[config.mk]
export PLATFORM = sky130hd
export DESIGN_NAME = mmu_fault_capture
export DESIGN_NICKNAME = d
export VERILOG_FILES = /design/src/rtl/mfc_pkg.sv /design/src/rtl/mfc_fault_enc.sv /design/src/rtl/mfc_regs.sv /design/src/rtl/mmu_fault_capture.sv
export SDC_FILE = /design/constraint.sdc
export NUM_CORES = 1
export LEC_CHECK = 0
export ABC_CLOCK_PERIOD_IN_PS = 1700
export CORE_UTILIZATION = 41
export CTS_CLUSTER_SIZE = 24
export DETAILED_ROUTE_END_ITERATION = 8
export GPL_TIMING_DRIVEN = 0
export HOLD_SLACK_MARGIN = 0.15
export PLACE_DENSITY = 0.86
export SETUP_SLACK_MARGIN = 0.2
export SLEW_MARGIN = 20
export SYNTH_ARGS = -nofsm -noshare
export SYNTH_HDL_FRONTEND = slang
export SYNTH_SLANG_ARGS = --single-unit
[constraint.sdc]
create_clock -name clk -period 1.7 [get_ports clk]
set_clock_uncertainty 0.15 [all_clocks]
set_input_delay 0.255 -clock clk [delete_from_list [all_inputs] [get_ports clk]]
set_output_delay 0.255 -clock clk [all_outputs]
set_load 0.005 [all_outputs]
[src/rtl/mfc_pkg.sv]
package mfc_pkg;
   localparam int unsigned ST_W  = 4;
   localparam int unsigned FSR_W = 8;
   localparam int unsigned SEL_W = 2;

   typedef enum logic [SEL_W-1:0] {
      SEL_DFSR = 2'd0,
      SEL_IFSR = 2'd1,
      SEL_FADR = 2'd2,
      SEL_NONE = 2'd3
   } reg_sel_e;
endpackage

[src/rtl/mfc_fault_enc.sv]
module mfc_fault_enc #(
   parameter bit          IS_DATA   = 1'b1,
   parameter bit          ALIGN_ALT = 1'b0,
   parameter int unsigned ST_W      = 4
) (
   input  logic            align,
   input  logic            xlat,
   input  logic            domf,
   input  logic            perm,
   input  logic            ext,
   input  logic            is_page,
   input  logic            cacheable,
   input  logic            bufferable,
   input  logic            is_read,
   output logic            hit,
   output logic [ST_W-1:0] status
);
   localparam logic [3:0] ALIGN_CODE = ALIGN_ALT ? 4'b0011 : 4'b0001;

   generate
      if (ST_W != 4) begin : g_bad_width
         $error("mfc_fault_enc: ST_W must be 4");
      end
   endgenerate

   logic ext_ok;
   logic align_ok;

   generate
      if (IS_DATA) begin : g_data_qual
         // noncacheable and (nonbufferable or read)
         assign ext_ok   = ext & ~cacheable & (~bufferable | is_read);
         assign align_ok = align;
      end else begin : g_inst_qual
         // noncacheable only; R6: no alignment on prefetch
         logic unused_inst;
         assign unused_inst = ^{bufferable, is_read, align};
         assign ext_ok   = ext & ~cacheable;
         assign align_ok = 1'b0;
      end
   endgenerate

   always_comb begin
      hit    = 1'b1;
      status = '0;
      if (align_ok)  status = ALIGN_CODE;
      else if (xlat) status = {2'b01, is_page, 1'b1};
      else if (domf) status = {2'b10, is_page, 1'b1};
      else if (perm) status = {2'b11, is_page, 1'b1};
      else if (ext_ok) status = {2'b10, is_page, 1'b0};
      else hit = 1'b0;
   end

   always_comb begin
      if (hit) begin
         AST_STATUS_ODD_UNLESS_EXT: assert (status[0] || (ext_ok && !align_ok && !xlat && !domf && !perm));
      end
   end
endmodule

[src/rtl/mfc_regs.sv]
module mfc_regs #(
   parameter int unsigned REG_W = 32,
   parameter int unsigned VA_W  = 32,
   parameter int unsigned FSR_W = 8
) (
   input  logic             clk,
   input  logic             rst_n,
   input  logic             d_hit,
   input  logic [FSR_W-1:0] d_fsr,
   input  logic             i_hit,
   input  logic [FSR_W-1:0] i_fsr,
   input  logic [VA_W-1:0]  mva,
   input  logic             wr_dfsr,
   input  logic             wr_ifsr,
   input  logic             wr_fadr,
   input  logic [REG_W-1:0] wdata,
   output logic [FSR_W-1:0] dfsr_q,
   output logic [FSR_W-1:0] ifsr_q,
   output logic [VA_W-1:0]  fadr_q
);
   generate
      if (VA_W > REG_W || FSR_W > REG_W) begin : g_bad_width
         $error("mfc_regs: register fields wider than REG_W");
      end
   endgenerate

   // reset, R11 abort after write so abort wins
   always_ff @(posedge clk) begin
      if (!rst_n) begin
         dfsr_q <= '0;
         ifsr_q <= '0;
         fadr_q <= '0;
      end else begin
         if (d_hit)        dfsr_q <= d_fsr;
         else if (wr_dfsr) dfsr_q <= wdata[FSR_W-1:0];

         if (i_hit)        ifsr_q <= i_fsr;
         else if (wr_ifsr) ifsr_q <= wdata[FSR_W-1:0];

         if (d_hit)        fadr_q <= mva;
         else if (wr_fadr) fadr_q <= wdata[VA_W-1:0];
      end
   end

   AST_FADR_HOLD: assert property (@(posedge clk) disable iff (!rst_n)
      (!d_hit && !wr_fadr) |=> $stable(fadr_q));
   AST_IFSR_HOLD: assert property (@(posedge clk) disable iff (!rst_n)
      (!i_hit && !wr_ifsr) |=> $stable(ifsr_q));
endmodule

[src/rtl/mmu_fault_capture.sv]
module mmu_fault_capture #(
   parameter int unsigned REG_W     = 32,
   parameter int unsigned VA_W      = 32,
   parameter int unsigned DOM_W     = 4,
   parameter bit          ALIGN_ALT = 1'b0
) (
   input  logic             clk,
   input  logic             rst_n,
   input  logic             d_align,
   input  logic             d_xlat,
   input  logic             d_domf,
   input  logic             d_perm,
   input  logic             d_ext,
   input  logic             d_page,
   input  logic             d_cacheable,
   input  logic             d_bufferable,
   input  logic             d_read,
   input  logic             i_xlat,
   input  logic             i_domf,
   input  logic             i_perm,
   input  logic             i_ext,
   input  logic             i_page,
   input  logic             i_cacheable,
   input  logic [DOM_W-1:0] cur_dom,
   input  logic [VA_W-1:0]  mva,
   input  logic [1:0]       reg_sel,
   input  logic             reg_wr,
   input  logic [REG_W-1:0] reg_wdata,
   output logic [REG_W-1:0] reg_rdata
);
   import mfc_pkg::*;

   localparam int unsigned FSR_BITS = ST_W + DOM_W;

   generate
      if (FSR_BITS != FSR_W) begin : g_bad_dom
         $error("mmu_fault_capture: DOM_W must be 4");
      end
   endgenerate

   logic            d_hit, i_hit;
   logic [ST_W-1:0] d_st, i_st;
   logic [FSR_W-1:0] dfsr_q, ifsr_q;
   logic [VA_W-1:0] fadr_q;
   reg_sel_e        sel;

   assign sel = reg_sel_e'(reg_sel);

   mfc_fault_enc #(.IS_DATA(1'b1), .ALIGN_ALT(ALIGN_ALT), .ST_W(ST_W)) u_denc (
      .align(d_align), .xlat(d_xlat), .domf(d_domf), .perm(d_perm), .ext(d_ext),
      .is_page(d_page), .cacheable(d_cacheable), .bufferable(d_bufferable),
      .is_read(d_read), .hit(d_hit), .status(d_st));

   mfc_fault_enc #(.IS_DATA(1'b0), .ALIGN_ALT(ALIGN_ALT), .ST_W(ST_W)) u_ienc (
      .align(1'b0), .xlat(i_xlat), .domf(i_domf), .perm(i_perm), .ext(i_ext),
      .is_page(i_page), .cacheable(i_cacheable), .bufferable(1'b0),
      .is_read(1'b1), .hit(i_hit), .status(i_st));

   mfc_regs #(.REG_W(REG_W), .VA_W(VA_W), .FSR_W(FSR_W)) u_regs (
      .clk(clk), .rst_n(rst_n),
      .d_hit(d_hit), .d_fsr({cur_dom, d_st}),
      .i_hit(i_hit), .i_fsr({cur_dom, i_st}),
      .mva(mva),
      .wr_dfsr(reg_wr && sel == SEL_DFSR),
      .wr_ifsr(reg_wr && sel == SEL_IFSR),
      .wr_fadr(reg_wr && sel == SEL_FADR),
      .wdata(reg_wdata),
      .dfsr_q(dfsr_q), .ifsr_q(ifsr_q), .fadr_q(fadr_q));

   always_comb begin
      unique case (sel)
         SEL_DFSR: reg_rdata = REG_W'(dfsr_q);
         SEL_IFSR: reg_rdata = REG_W'(ifsr_q);
         SEL_FADR: reg_rdata = REG_W'(fadr_q);
         default:  reg_rdata = '0;
      endcase
   end

   AST_ALIGN_FIRST: assert property (@(posedge clk) disable iff (!rst_n)
      d_align |=> dfsr_q == {$past(cur_dom), (ALIGN_ALT ? 4'b0011 : 4'b0001)});
   AST_XLAT_OVER_LOWER: assert property (@(posedge clk) disable iff (!rst_n)
      (!d_align && d_xlat) |=> dfsr_q[3:0] == {2'b01, $past(d_page), 1'b1});
   AST_FADR_LOAD: assert property (@(posedge clk) disable iff (!rst_n)
      (d_align || d_xlat || d_domf || d_perm) |=> fadr_q == $past(mva));
   AST_IFSR_PERM: assert property (@(posedge clk) disable iff (!rst_n)
      (i_perm && !i_xlat && !i_domf) |=> ifsr_q == {$past(cur_dom), 3'b111, 1'b1} ^ {4'b0, 2'b0, !$past(i_page), 1'b0});
endmodule

==> impl_metrics.ini, run 1 <==
[hold_path]
min_delay_path_depth = 3
hold_start = d_align
hold_path_end = u_regs.dfsr_q[1]$_SDFFE_PN0P_
hold_class = input port to flip-flop

[finish]
fin_area_um2 = 4360
diodes = 0
stdcell_count = 561
syn_to_final_growth_pct = 71.2
nFillCells = 461
final_util_pct = 73.2
fin_nets = 573
drive_above_1_share_pct = 28.0

[cts]
root_buffer = clkbuf_8
htreeDepth = 2
clk_pin_slew_ns = 0.09
clk_latency_ns = 0.30
clockBufferDepth = 2
numCtsBuffers = 5
cts_tree = done
cts.sinks = 48

[drt]
vias_per_cell = 5.46
post_drt_wl_per_cell_um = 16.4
drt-initial-drc-count = 275
via_count = 3062
drc = 0
antenna_left = 0
wirelength_um = 9230
drt_pass1_iterations = 5

[sta]
min_period_ns = 1.56
tightest_slew_ns = 0.623
setup_viol = 0
rsz0062_at_grt = true
max-slew-margin-rel_pct = 58.5
timing.fmax_ghz = 0.641
hold_viol = 0
fin_crit_sh_pct = 91.7
tns_ns = 0
slew_viol_final = 0

[place]
place.gp.congestion = 0.868
dp_hpwl_um = 6210
io_buffers = 118
dp_cells = 526
placed_area_um2 = 3820

[worst_setup_path]
slowest_stage = buf_2
crit_type = input port to output pin
rr_worst_depth = 3
required_ns = 1.29
cpMostUsedCell = buf_6
timing.critical_path.cells = buf_6 -> nor2b_4 -> buf_12 -> buf_8 -> buf_6 -> buf_6 -> nand2_2 -> o21ai_1 -> buf_2
crit_fanout = 5
crit_buf_inv = 6
arrival_ns = 1.15
slowest_delay_ns = 0.13
r2r_slack_ns = 0.60
rr_startpoint = u_regs.dfsr_q[1]$_SDFFE_PN0P_
r2r_end = u_regs.dfsr_q[1]$_SDFFE_PN0P_
cp-end-kind = output pin
path_delay_family = buffers and inverters
startpoint_type = input port

[logic_synthesis]
synth_xor_area_share_pct = 0
postSynthCellCount = 333
synth-simple-area-share_pct = 20.2
ys.flop_type = dfxtp_1
yosysSeqAreaShare_pct = 37.7
yosysMostFrequentCell = a21oi_1
synthMuxAreaShare_pct = 3.54
async_reset_ff_share_pct = 0
syn-num-nets = 421
synthDistinctLibCells = 38
synth_top_family_by_area = compound AO/OA/AOI/OAI gates
synthAdderAreaFrac_pct = 0
ys_ff_latch = 48
synth.largest_area_cell = dfxtp_1
synth_compound_area_share_pct = 30.8
synth.top_cell.area_share_pct = 37.7
synth_common_cells = a21oi_1, nand2_1, dfxtp_1
syn_area_per_cell_um2 = 7.65
syn-cell-area_um2 = 2550
yosys_warnings = 0
synth_enable_flop_cells = 0
synth_area_leaders = dfxtp_1, a21oi_1, nand2_1, and2_1, o21ai_0

[run]
drv_cap = 0

[pwr]
total_power_w = 0.00272
p_per_area_nw_per_um2 = 624
p_leak_nw = 1.83
peakVddDrop_v = 0.000435

[global_route]
antenna_found_initial = 0
grt_pass1_vias = 2968
grt.total_usage_pct = 27.5
grt_max_degree = 15
grt_pass1_wl_um = 13700
grt-ovfl-total = 0

[die]
die_area_um2 = 6530
num_rows = 28
die_h_um = 80.8
start_util_pct = 42.8
fp.dieW_um = 80.8
core_um2 = 5960
io_pins = 120

[outcome]
status = completed
==> worst min-delay path: cells and delay by family <==
family                 cells  cell delay (ns)
and+or+nand+nor            1             0.05
buffers and inverters      1             0.15
AOI/OAI and AO/OA          1             0.14
==> final cells by class <==
class | instances | area (µm²) | share of cell area (%)
buffer | 28 | 245 | 5.63
sequential | 48 | 963 | 22.1
clock inverter | 2 | 35.0 | 0.804
tap | 75 | 93.8 | 2.15
inverter | 3 | 11.3 | 0.258
multi-input combinational | 254 | 1530 | 35.2
clock buffer | 6 | 72.6 | 1.67
timing repair buffer | 145 | 1400 | 32.2
==> cell families (layout without fill, tap and decap cells) <==
logic type,count (synthesis),count (layout)
AND/OR/NAND/NOR,102,102
buffers and inverters,31,184
flip-flops,48,48
multiplexers,9,9
AO/OA/AOI/OAI,143,143
==> repair_timing <==
| item | CTS | global route |
|---|---|---|
| gates cloned | 5 | 1 |
| buffers inserted | 15 | 4 |
| resized for setup | 195 | 50 |
| hold endpoints to repair | 1 | 1 |
| pin swaps | 12 | 5 |
| endpoints found under the setup margin | 79 | 72 |
| hold buffers | 1 | 1 |
==> cells in the final DEF (no fill, tap or decap), types with 3 or more instances in the layout <==
cell type and n:
o21ai_1 19, nand2_1 56, a21oi_2 8, o31ai_1 3, o21ai_0 22, buf_8 5, buf_2 22, and2_1 14
buf_4 18, inv_1 3, clkbuf_1 6, buf_12 6, buf_6 18, nor2_1 4, dlygate4sd2_1 5, and2_4 11
o21ai_2 11, clkdlybuf4s15_1 3, dlymetal6s2s_1 3, a31oi_1 6, clkbuf_2 8, clkbuf_8 6, nor2b_4 3, mux2i_1 8
a21oi_1 65, dfxtp_1 46, clkdlybuf4s50_1 71
==> power by group <==
group          internal [W]  total, W  switching (W)
Combinational      0.000382  0.000655       0.000273
Clock              0.000437  0.000827       0.000390
Sequential          0.00120   0.00124      0.0000409
==> metal layers <==
metal | vias up | share of wire [%] | global-route usage, %
met5 | - | 0 | 0
met4 | 0 | 2.3 | 12.9
met3 | 21 | 8.3 | 5.06
met2 | 164 | 49 | 47.0
met1 | 1406 | 41 | 33.1
li1 | 1471 | - | -
==> registers in the layout (all words and copies together), names as in the netlist <==
signal	count
u_regs.ifsr_q	8
u_regs.dfsr_q	8
u_regs.fadr_q	32
==> metrics by stage <==
| step | worst slack [ns] | hold slack [ns] |
|---|---|---|
| finish | 0.141 | 0.174 |
| global route | 0.115 | 0.200 |
| CTS | 0.122 | 0.182 |
| detailed placement | -0.887 | 0.318 |
| global placement | -0.870 | 0.307 |
| floorplan | 0.256 | 0.177 |
==> worst max-delay path by stage <==
stage / from / end / slack [ns] / cells past startpoint
after floorplan: d_align / u_regs.dfsr_q[2]$_SDFFE_PN0P_ / 0.26 / 4
after global placement: reg_sel[1] / reg_rdata[0] / -0.87 / 6
after detailed placement: reg_sel[1] / reg_rdata[7] / -0.89 / 6
after CTS: reg_sel[1] / reg_rdata[6] / 0.12 / 9
after global routing: reg_sel[1] / reg_rdata[6] / 0.12 / 9
final: reg_sel[1] / reg_rdata[6] / 0.14 / 9
No activity file was read; power rests on OpenSTA's default activity.
==> inputs of run 2 (changes only) <==
GPL_ROUTABILITY_DRIVEN = 1   (was default)
==> results of run 2 <==
No change in the layout: final DEF, timing and power equal those of run 1.
